### src/rtl/lcd_cmd_pkg.sv
package lcd_cmd_pkg;

    localparam int BYTE_W = 8;
    localparam int ARG_W  = 5;
    localparam int DEV_W  = 3;

    typedef enum logic [2:0] {
        K_NONE,
        K_MODE,
        K_PTR,
        K_DEV,
        K_BANK,
        K_BLINK
    } cmd_kind_e;

    typedef enum logic {
        PH_CMD,
        PH_DATA
    } phase_e;

    typedef struct packed {
        logic [1:0] mux;
        logic       bias;
        logic       enable;
        logic       low_pwr;
    } mode_cfg_t;

    typedef struct packed {
        logic [1:0] freq;
        logic       mode;
    } blink_cfg_t;

    typedef struct packed {
        logic in_sel;
        logic out_sel;
    } bank_cfg_t;

    typedef struct packed {
        cmd_kind_e        kind;
        logic             more;
        logic [ARG_W-1:0] arg;
        mode_cfg_t        mode;
        blink_cfg_t       blink;
        bank_cfg_t        bank;
        logic [DEV_W-1:0] dev;
    } cmd_fields_t;

    localparam mode_cfg_t  MODE_RST  = '{mux: 2'b00, bias: 1'b0, enable: 1'b0, low_pwr: 1'b0};
    localparam blink_cfg_t BLINK_RST = '{freq: 2'b00, mode: 1'b0};
    localparam bank_cfg_t  BANK_RST  = '{in_sel: 1'b0, out_sel: 1'b0};

    function automatic cmd_kind_e classify(input logic [BYTE_W-1:0] b);
        cmd_kind_e k;
        if (!b[6])                 k = K_PTR;
        else if (!b[5])            k = K_MODE;
        else if (b[4:3] == 2'b00)  k = K_DEV;
        else if (b[4:3] == 2'b10)  k = K_BLINK;
        else if (b[4:3] == 2'b11 && !b[2]) k = K_BANK;
        else                       k = K_NONE;
        return k;
    endfunction

    function automatic cmd_fields_t unpack_cmd(input logic [BYTE_W-1:0] b);
        cmd_fields_t f;
        f.kind         = classify(b);
        f.more         = b[7];
        f.arg          = b[ARG_W-1:0];
        f.mode.mux     = b[1:0];
        f.mode.bias    = b[2];
        f.mode.enable  = b[3];
        f.mode.low_pwr = b[4];
        f.blink.freq   = b[1:0];
        f.blink.mode   = b[2];
        f.bank.in_sel  = b[1];
        f.bank.out_sel = b[0];
        f.dev          = b[DEV_W-1:0];
        return f;
    endfunction

endpackage

### src/rtl/lcd_cmd_classify.sv
module lcd_cmd_classify
    import lcd_cmd_pkg::*;
(
    input  logic [BYTE_W-1:0] byte_in,
    output cmd_fields_t       fields
);
    always_comb begin
        fields = unpack_cmd(byte_in);
    end
endmodule

### src/rtl/lcd_cmd_ctrl_regs.sv
module lcd_cmd_ctrl_regs
    import lcd_cmd_pkg::*;
(
    input  logic             clk,
    input  logic             rst,
    input  logic             cmd_en,
    input  cmd_fields_t      fields,
    output mode_cfg_t        mode_q,
    output blink_cfg_t       blink_q,
    output bank_cfg_t        bank_q,
    output logic [DEV_W-1:0] dev_q
);
    always_ff @(posedge clk) begin
        if (rst) begin
            mode_q  <= MODE_RST;
            blink_q <= BLINK_RST;
            bank_q  <= BANK_RST;
            dev_q   <= '0;
        end else if (cmd_en) begin
            unique case (fields.kind)
                K_MODE:  mode_q  <= fields.mode;
                K_BLINK: blink_q <= fields.blink;
                K_BANK:  bank_q  <= fields.bank;
                K_DEV:   dev_q   <= fields.dev;
                default: ;
            endcase
        end
    end
endmodule

### src/rtl/lcd_cmd_dataptr.sv
module lcd_cmd_dataptr
    import lcd_cmd_pkg::*;
#(
    parameter int DEPTH = 24,
    localparam int PTR_W = (DEPTH > 1) ? $clog2(DEPTH) : 1
) (
    input  logic              clk,
    input  logic              rst,
    input  logic              load_en,
    input  logic [ARG_W-1:0]  load_val,
    input  logic              data_en,
    input  logic [BYTE_W-1:0] data_in,
    input  logic              bank_sel,
    output logic [PTR_W-1:0]  ptr_q,
    output logic              we_q,
    output logic [PTR_W-1:0]  addr_q,
    output logic              bank_q,
    output logic [BYTE_W-1:0] wdata_q
);
    localparam int LAST = DEPTH - 1;

    logic [PTR_W-1:0] ptr_inc;
    logic             load_ok;

    generate
        if ((1 << PTR_W) == DEPTH) begin : g_pow2
            assign ptr_inc = ptr_q + 1'b1;
        end else begin : g_cmp
            assign ptr_inc = (ptr_q == PTR_W'(LAST)) ? '0 : ptr_q + 1'b1;
        end
    endgenerate

    assign load_ok = load_en && (int'(load_val) < DEPTH);

    always_ff @(posedge clk) begin
        if (rst) begin
            ptr_q   <= '0;
            we_q    <= 1'b0;
            addr_q  <= '0;
            bank_q  <= 1'b0;
            wdata_q <= '0;
        end else begin
            we_q <= data_en;
            if (data_en) begin
                addr_q  <= ptr_q;
                bank_q  <= bank_sel;
                wdata_q <= data_in;
                ptr_q   <= ptr_inc;
            end else if (load_ok) begin
                ptr_q <= PTR_W'(load_val);
            end
        end
    end
endmodule

### src/rtl/lcd_cmd_decoder.sv
module lcd_cmd_decoder
    import lcd_cmd_pkg::*;
#(
    parameter int DEPTH = 24,
    localparam int PTR_W = (DEPTH > 1) ? $clog2(DEPTH) : 1
) (
    input  logic              clk,
    input  logic              rst,
    input  logic [DEV_W-1:0]  hw_subaddr,
    input  logic              xfer_start,
    input  logic              xfer_stop,
    input  logic              rx_valid,
    input  logic [BYTE_W-1:0] rx_byte,
    output logic [1:0]        drive_mode,
    output logic              bias_sel,
    output logic              disp_en,
    output logic              low_power,
    output logic [PTR_W-1:0]  ram_ptr,
    output logic [DEV_W-1:0]  dev_sel,
    output logic              bank_in,
    output logic              bank_out,
    output logic [1:0]        blink_freq,
    output logic              blink_mode,
    output logic              ram_we,
    output logic [PTR_W-1:0]  ram_addr,
    output logic              ram_bank,
    output logic [BYTE_W-1:0] ram_wdata
);
    phase_e      phase_q, phase_d;
    cmd_fields_t fields;
    mode_cfg_t   mode_q;
    blink_cfg_t  blink_q;
    bank_cfg_t   bank_q;
    logic        is_cmd, is_data, data_ok;

    assign is_cmd  = rx_valid && (xfer_start || phase_q == PH_CMD);
    assign is_data = rx_valid && !xfer_start && phase_q == PH_DATA;
    assign data_ok = is_data && (dev_sel == hw_subaddr);

    always_comb begin
        phase_d = phase_q;
        if (xfer_start) phase_d = PH_CMD;
        if (is_cmd)     phase_d = fields.more ? PH_CMD : PH_DATA;
        if (xfer_stop)  phase_d = PH_CMD;
    end

    always_ff @(posedge clk) begin
        if (rst) phase_q <= PH_CMD;
        else     phase_q <= phase_d;
    end

    lcd_cmd_classify u_classify (
        .byte_in (rx_byte),
        .fields  (fields)
    );

    lcd_cmd_ctrl_regs u_regs (
        .clk     (clk),
        .rst     (rst),
        .cmd_en  (is_cmd),
        .fields  (fields),
        .mode_q  (mode_q),
        .blink_q (blink_q),
        .bank_q  (bank_q),
        .dev_q   (dev_sel)
    );

    lcd_cmd_dataptr #(.DEPTH(DEPTH)) u_ptr (
        .clk      (clk),
        .rst      (rst),
        .load_en  (is_cmd && fields.kind == K_PTR),
        .load_val (fields.arg),
        .data_en  (data_ok),
        .data_in  (rx_byte),
        .bank_sel (bank_q.in_sel),
        .ptr_q    (ram_ptr),
        .we_q     (ram_we),
        .addr_q   (ram_addr),
        .bank_q   (ram_bank),
        .wdata_q  (ram_wdata)
    );

    assign drive_mode = mode_q.mux;
    assign bias_sel   = mode_q.bias;
    assign disp_en    = mode_q.enable;
    assign low_power  = mode_q.low_pwr;
    assign bank_in    = bank_q.in_sel;
    assign bank_out   = bank_q.out_sel;
    assign blink_freq = blink_q.freq;
    assign blink_mode = blink_q.mode;
endmodule

### config.mk
export PLATFORM = sky130hd
export DESIGN_NAME = lcd_cmd_decoder
export DESIGN_NICKNAME = d
export VERILOG_FILES = /design/src/rtl/lcd_cmd_pkg.sv /design/src/rtl/lcd_cmd_classify.sv /design/src/rtl/lcd_cmd_ctrl_regs.sv /design/src/rtl/lcd_cmd_dataptr.sv /design/src/rtl/lcd_cmd_decoder.sv
export SDC_FILE = /design/constraint.sdc
export NUM_CORES = 1
export LEC_CHECK = 0
export BUFFER_PORTS_ARGS = -buffer_cell sky130_fd_sc_hd__buf_4
export CAP_MARGIN = 30
export CORE_MARGIN = 5
export CORE_UTILIZATION = 50
export DETAILED_ROUTE_END_ITERATION = 10
export HOLD_SLACK_MARGIN = 0.15
export PLACE_DENSITY = 0.78
export REMOVE_ABC_BUFFERS = 1
export SYNTH_ARGS = -nofsm -noshare
export SYNTH_HDL_FRONTEND = slang
export SYNTH_SLANG_ARGS = --single-unit
### constraint.sdc
create_clock -name clk -period 1.8 [get_ports clk]
set_input_delay 0.45 -clock clk [delete_from_list [all_inputs] [get_ports clk]]
set_output_delay 0.45 -clock clk [all_outputs]
set_load 0.01 [all_outputs]
* Word level (Yosys, flattened, before mapping)
Index checks and enable logic that the tools add are counted.
Word-level totals: logic and storage cells 56, memories 0, output and inout port bits 33, memory bits (read-only) 0, memory bits (writable) 0, latch bits 0, register bits after elaboration 34
Cells by class: muxes and demuxes 11, multiply operators 0, reduce and logical (&&, ||, !) cells 18, add/subtract/negate cells 1, bitwise gates (word level) 1, $lt $le $gt $ge 1, eq/ne operators 9, div/mod/pow operators 0, shift-type cells 0
Operator list (number):
- $mux 3 | 5
- $mux 5 | 3
- $reduce_and 2->1 | 4
- $logic_and 1x1->1 | 7
- $eq 3x2->1 const B | 2
- $eq 3x3->1 const B | 2
- $add 5x1->5 const B | 1
- $eq 5x5->1 const B | 1
- $lt 5x5->1 const B | 1
- $eq 2x2->1 const B | 2
- $reduce_bool 2->1 | 2
- $eq 3x1->1 const B | 1
- $eq 3x3->1 | 1
- $mux 1 | 3
- $logic_not 1->1 | 2
- $logic_not 2->1 | 1
- $reduce_or 2->1 | 1
- $logic_or 1x1->1 | 1
- $not 1->1 | 1

* Logic depth before layout (Yosys ltp)
word-level depth 12, mapped depth 5

* Cells and area by module
A second synthesis with hierarchy kept.
Second synthesis, totals: cell total of the unflattened synthesis 179, area total of the unflattened synthesis 1751.7 um^2
By module, submodules not included:
- lcd_cmd_dataptr | times used 1, area an instance 829.5 um^2, cells each 82
- lcd_cmd_ctrl_regs | times used 1, area an instance 634.4 um^2, cells each 61
- lcd_cmd_classify | times used 1, area an instance 176.4 um^2, cells each 24
- lcd_cmd_decoder | times used 1, area an instance 111.4 um^2, cells each 12

* Worst setup path after synthesis
OpenSTA, ideal clock, no wires.
path type in2reg, from input port hw_subaddr[0], to register u_ptr.addr_q[0], setup time 0.128 ns, slack 0.200 ns, arrival time 1.472 ns, path buffers 1, stages 5, cell sequence xor2_1 -> nor4_4 -> buf_6 -> mux2i_1 -> nor2_1
On the way: word-level cells in the longest chain between the ends 2
Ends and longest elaborated chain:
- start, declared | line lcd_cmd_decoder.sv:9 | input logic [DEV_W-1:0] hw_subaddr,
- $eq 3x3->1 | line lcd_cmd_decoder.sv:38 | assign data_ok = is_data && (dev_sel == hw_subaddr);
- $logic_and 1x1->1 | line lcd_cmd_decoder.sv:38
- end signal, assigned | line lcd_cmd_dataptr.sv:45 | addr_q <= ptr_q;
- end, declared | line lcd_cmd_dataptr.sv:16 | output logic [PTR_W-1:0] addr_q,
No other way between the ends. A chain may end at the register's enable or synchronous reset.

* Worst setup path after layout
from register u_regs.dev_q[0], to register u_ptr.ptr_q[1]
On the way: word-level cells in the longest chain between the ends 3, elaborated cells on any way between the ends 4, classes of those cells 1 x eq/ne; 1 x mux; 2 x reduce/logical
Ends and longest elaborated chain:
- start, declared | line lcd_cmd_ctrl_regs.sv:11 | output logic [DEV_W-1:0] dev_q
- start signal, assigned | line lcd_cmd_ctrl_regs.sv:24 | K_DEV: dev_q <= fields.dev;
- $eq 3x3->1 * | line lcd_cmd_decoder.sv:38
- $logic_and 1x1->1 * | line lcd_cmd_decoder.sv:38
- $mux 5 or $reduce_bool 2->1 (tied branches)
- end signal, assigned | line lcd_cmd_dataptr.sv:48 | ptr_q <= ptr_inc;
- end signal, assigned | line lcd_cmd_dataptr.sv:50 | ptr_q <= PTR_W'(load_val);
- end, declared | line lcd_cmd_dataptr.sv:14 | output logic [PTR_W-1:0] ptr_q,
Mark *: on every way between the ends. The rest lies on a longest branch, timed or not.

==> flow_summary.html <==
<table>
<tr><th>Metric</th><th>Value</th></tr>
<tr><th colspan="2">Status</th></tr>
<tr><td>Status</td><td>complete, no violations</td></tr>
<tr><th colspan="2">Timing</th></tr>
<tr><td>Max Clk Rate</td><td>around 660 MHz</td></tr>
<tr><td>Worst Clk Skew</td><td>approximately 9.1 ps</td></tr>
<tr><td>Count of final setup violators</td><td>0</td></tr>
<tr><td>Slew at the pin with the worst max-slew slack</td><td>around 420 ps</td></tr>
<tr><td>Fin crit share</td><td>0.8398</td></tr>
<tr><td>Final number of hold-violating endpoints</td><td>0</td></tr>
<tr><td>Slew Limit Fails</td><td>0</td></tr>
<tr><td>Unrepaired setup endpoints after global routing</td><td>false</td></tr>
<tr><td>Setup_tns</td><td>0 ps</td></tr>
<tr><td>Worst relative slew slack</td><td>0.7204</td></tr>
<tr><td>Least setup slack across all paths after layout</td><td>roughly 290 ps</td></tr>
<tr><td>Time the worst path needs with I/O delays and setup</td><td>approximately 1500 ps</td></tr>
<tr><th colspan="2">Global route</th></tr>
<tr><td>Largest net degree at the start of global routing</td><td>36</td></tr>
<tr><td>Initial antenna violation count</td><td>0</td></tr>
<tr><td>Wire length of the first global-routing pass</td><td>about 5600 um</td></tr>
<tr><td>Number of global-route vias before repair</td><td>1217</td></tr>
<tr><td>Overall fraction of global-route tracks in use</td><td>0.1717</td></tr>
<tr><td>Residual overflow from global routing</td><td>0</td></tr>
<tr><th colspan="2">Worst setup path</th></tr>
<tr><td>Path type of the worst setup path</td><td>flop to flop</td></tr>
<tr><td>Slowest stage cell, crit path</td><td>dfxtp_1</td></tr>
<tr><td>Worst-path fanout max</td><td>25</td></tr>
<tr><td>Cell breakdown of the critical path</td><td>xor2_1, nor4_4, buf_12, a21oi_1, a221oi_1</td></tr>
<tr><td>Element type at the critical path end</td><td>flop</td></tr>
<tr><td>Gate family responsible for the most delay along the worst path</td><td>flip-flops</td></tr>
<tr><td>Worst Setup Start Kind</td><td>flop</td></tr>
<tr><td>Buffer and inverter count on the worst path</td><td>1</td></tr>
<tr><td>Data required time of the critical path</td><td>~2000 ps</td></tr>
<tr><td>Worst stage delay on the critical path</td><td>350 ps</td></tr>
<tr><td>Arrival time at the worst endpoint</td><td>1760 ps</td></tr>
<tr><th colspan="2">Logic synthesis</th></tr>
<tr><td>Post-synthesis instance area</td><td>0.001530 sq mm</td></tr>
<tr><td>Most area-consuming cells after synthesis</td><td>dfxtp_1, mux2i_1, nor2_1</td></tr>
<tr><td>Share of Yosys cell area claimed by the top area cell type</td><td>0.4448</td></tr>
<tr><td>Number of library cell types mapped by synthesis</td><td>35</td></tr>
<tr><td>Share of the yosys chip area belonging to registers</td><td>0.4448</td></tr>
<tr><td>Register bit total from synthesis</td><td>34</td></tr>
<tr><td>Top-count cell post-synth</td><td>dfxtp_1</td></tr>
<tr><td>Gate count after technology mapping</td><td>145</td></tr>
<tr><td>Number of synthesis warnings</td><td>0</td></tr>
<tr><td>Commonest cells in the synthesized netlist</td><td>dfxtp_1, nor2_1, mux2i_1</td></tr>
<tr><td>Fraction of registers with async set/reset</td><td>0</td></tr>
<tr><td>Count of flip-flops with a built-in enable after synthesis</td><td>0</td></tr>
<tr><td>Main synth FF type</td><td>dfxtp_1</td></tr>
<tr><td>Synthesized area per cell</td><td>about 11 sq um</td></tr>
<tr><td>Cell type with the largest total area after synthesis</td><td>dfxtp_1</td></tr>
<tr><th colspan="2">Worst hold path</th></tr>
<tr><td>Hold WC Path Type</td><td>input pin to flop</td></tr>
<tr><th colspan="2">Drt</th></tr>
<tr><td>Post-route DRC violation count</td><td>0</td></tr>
<tr><td>Initial DRT Pass Iterations</td><td>4</td></tr>
<tr><td>Via-per-instance ratio</td><td>5.325</td></tr>
<tr><td>Number of nets still failing antenna checks after routing</td><td>0</td></tr>
<tr><td>Total via count in the routed design</td><td>1214</td></tr>
<tr><td>DRT iter0 DRCs</td><td>46</td></tr>
<tr><td>DRT Wirelength</td><td>roughly 3400 um</td></tr>
<tr><td>Routed wire length per instance</td><td>approximately 15 um</td></tr>
<tr><th colspan="2">Final layout</th></tr>
<tr><td>Final design instance area without fill</td><td>a little under 0.002 sq mm</td></tr>
<tr><td>Filler Cell Count</td><td>~270</td></tr>
<tr><td>Fraction of final layout cells sized beyond drive strength 1</td><td>0.3436</td></tr>
<tr><td>Count of inserted antenna diode cells</td><td>0</td></tr>
<tr><td>Final net count</td><td>~210</td></tr>
<tr><td>Layout overhead on the synthesized area</td><td>29.93%</td></tr>
<tr><td>Post-layout instance count excluding filler cells</td><td>228</td></tr>
<tr><th colspan="2">Placed design</th></tr>
<tr><td>Half-perimeter wire length after detailed placement</td><td>between 2000 and 2500 um</td></tr>
<tr><td>Placed cell area</td><td>0.001877 sq mm</td></tr>
<tr><td>IO Port Bufs</td><td>48</td></tr>
<tr><td>Final weighted congestion in routability-driven placement</td><td>approximately 0.67</td></tr>
<tr><td>Post-placement cell count</td><td>220</td></tr>
<tr><td>Pre-CTS worst setup slack</td><td>78.97 ps</td></tr>
<tr><th colspan="2">Clock network</th></tr>
<tr><td>Htree depth</td><td>2</td></tr>
<tr><td>Sink Count</td><td>34</td></tr>
<tr><td>Total of hold buffers inserted after clock tree synthesis</td><td>0</td></tr>
<tr><td>Resized cells post-CTS</td><td>0</td></tr>
<tr><td>Clock Pin Slew Worst Setup and Hold Paths</td><td>100 ps</td></tr>
<tr><td>TritonCTS Buffers</td><td>5</td></tr>
<tr><td>Maximum count of clock buffers along a single path</td><td>2</td></tr>
<tr><td>Clk Tree Root Cell</td><td>clkbuf_4</td></tr>
<tr><td>Setup Fix Bufs, Post-CTS</td><td>0</td></tr>
<tr><td>Clock tree from TritonCTS</td><td>yes</td></tr>
<tr><td>Clock Latency Late Sink</td><td>~340 ps</td></tr>
<tr><th colspan="2">Power</th></tr>
<tr><td>VDD IR-drop max</td><td>0.0008319 V</td></tr>
<tr><td>Power density normalized to cell area</td><td>~830 mW/mm^2</td></tr>
<tr><td>LEAKAGE</td><td>about 0.79 nW</td></tr>
<tr><td>Total Power Consumption</td><td>between 0.0015 and 0.002 W</td></tr>
<tr><th colspan="2">Run</th></tr>
<tr><td>Count of max-cap constraint violations</td><td>0</td></tr>
<tr><th colspan="2">Floorplan</th></tr>
<tr><td>Chip Height</td><td>about 65 um</td></tr>
<tr><td>Count of standard-cell rows</td><td>20</td></tr>
<tr><td>Die Width</td><td>roughly 65 um</td></tr>
<tr><td>Initial Utilization</td><td>0.5096</td></tr>
<tr><td>Count of pins on the block boundary</td><td>between 40 and 50</td></tr>
<tr><td>Core area</td><td>between 0.003 and 0.004 sq mm</td></tr>
<tr><td>Area enclosed by the die boundary</td><td>0.004267 sq mm</td></tr>
</table>
-- cell type report --
class / instances / area (sq um) / share of cell area
clock buffers: 6 / 51.30 / 0.02580
clock inverters: 2 / 60.06 / 0.03021
inverters: 3 / 11.26 / 0.005664
multi-input cells: 99 / 748.2 / 0.3763
flip-flops and latches: 34 / 680.7 / 0.3424
well taps: 33 / 41.29 / 0.02077
repair buffers: 51 / 395.4 / 0.1989
-- registers in the layout, indices dropped and copies added (netlist names), 2 cells and up --
| signal | count |
|---|---|
| u_regs.mode_q | 5 |
| u_regs.bank_q | 2 |
| u_regs.blink_q | 3 |
| u_ptr.wdata_q | 8 |
| u_ptr.addr_q | 5 |
| u_ptr.ptr_q | 5 |
| u_regs.dev_q | 3 |
-- where the power goes --
| part | switching (W) | internal, W |
|---|---|---|
| clock network | 0.000261 | 0.000471 |
| registers | 0.0000112 | 0.000764 |
| logic | 0.0000735 | 0.0000622 |
| total | 0.000346 | 0.00130 |
-- cell families (layout without fill, tap and decap cells) --
| logic type | count (synthesis) | in the layout | synth area share |
|---|---|---|---|
| buffers and inverters | 12 | 62 | 0.06623 |
| AOI/OAI and AO/OA | 16 | 16 | 0.08586 |
| and+or+nand+nor | 51 | 51 | 0.1954 |
| DFF | 34 | 34 | 0.4448 |
| xor gates and xnor gates | 4 | 4 | 0.02290 |
| muxes | 27 | 27 | 0.1766 |
| adders and majority gates | 1 | 1 | 0.008175 |
-- metal layers --
metal	GRT usage	vias to the layer above	wire, um
met5	0	-	0
met4	0.06218	0	51
met3	0.07179	5	238
met2	0.2769	35	1557
met1	0.2034	573	1505
li1	-	601	-
-- cell usage in the layout, fill, tap and decap left out --
master and instances:
or2b_2 1, dfxtp_1 34, nand2_1 5, and4b_1 1
a32oi_1 1, nor2_1 28, nor2b_1 2, bufinv_16 2
a221oi_1 1, nor4_4 3, a211oi_4 1, xor2_1 3
nand4b_1 1, o21a_1 1, nor4b_1 1, nand3b_1 1
clkbuf_4 5, buf_12 1, ha_1 1, nor3_1 3
a21oi_1 4, o31ai_1 1, a21oi_2 1, nand3_1 2
nand2b_1 1, o32ai_1 1, nor3_4 1, clkbuf_8 1
inv_1 3, a211oi_1 3, xnor2_1 1, a211o_2 1
mux2i_1 27, a211o_1 1, buf_4 50, nor3b_1 1
-- through the flow --
step | utilization | hold WS (ps)
2_1_floorplan | - | 512.4
3_5_place_dp | 0.6250 | 483.7
3_3_place_gp | 0.6250 | 474.6
4_1_cts | 0.6621 | 252.2
6_report | 0.6621 | 265.2
5_1_grt | 0.6621 | 247.7
-- worst reg2reg max path: stages, from the launching register on --
cell	delay (ps)
dfxtp_1	350
xor2_1	190
nor4_4	330
buf_12	230
a21oi_1	80
a221oi_1	260
-- path summary, 6_finish.rpt --
check                               startpoint                           end  slack [ps]  cells after the start
setup / recovery  u_regs.dev_q[0]$_SDFFE_PP0P_   u_ptr.ptr_q[1]$_SDFFE_PP0P_         290                      5
hold / removal                       xfer_stop          phase_q$_SDFFE_PP0P_         270                      2
setup reg to reg  u_regs.dev_q[0]$_SDFFE_PP0P_   u_ptr.ptr_q[1]$_SDFFE_PP0P_         290                      5
hold reg to reg   u_ptr.addr_q[0]$_SDFFE_PP0N_  u_ptr.addr_q[0]$_SDFFE_PP0N_         510                      2
Power figures use the tool's default switching activity.
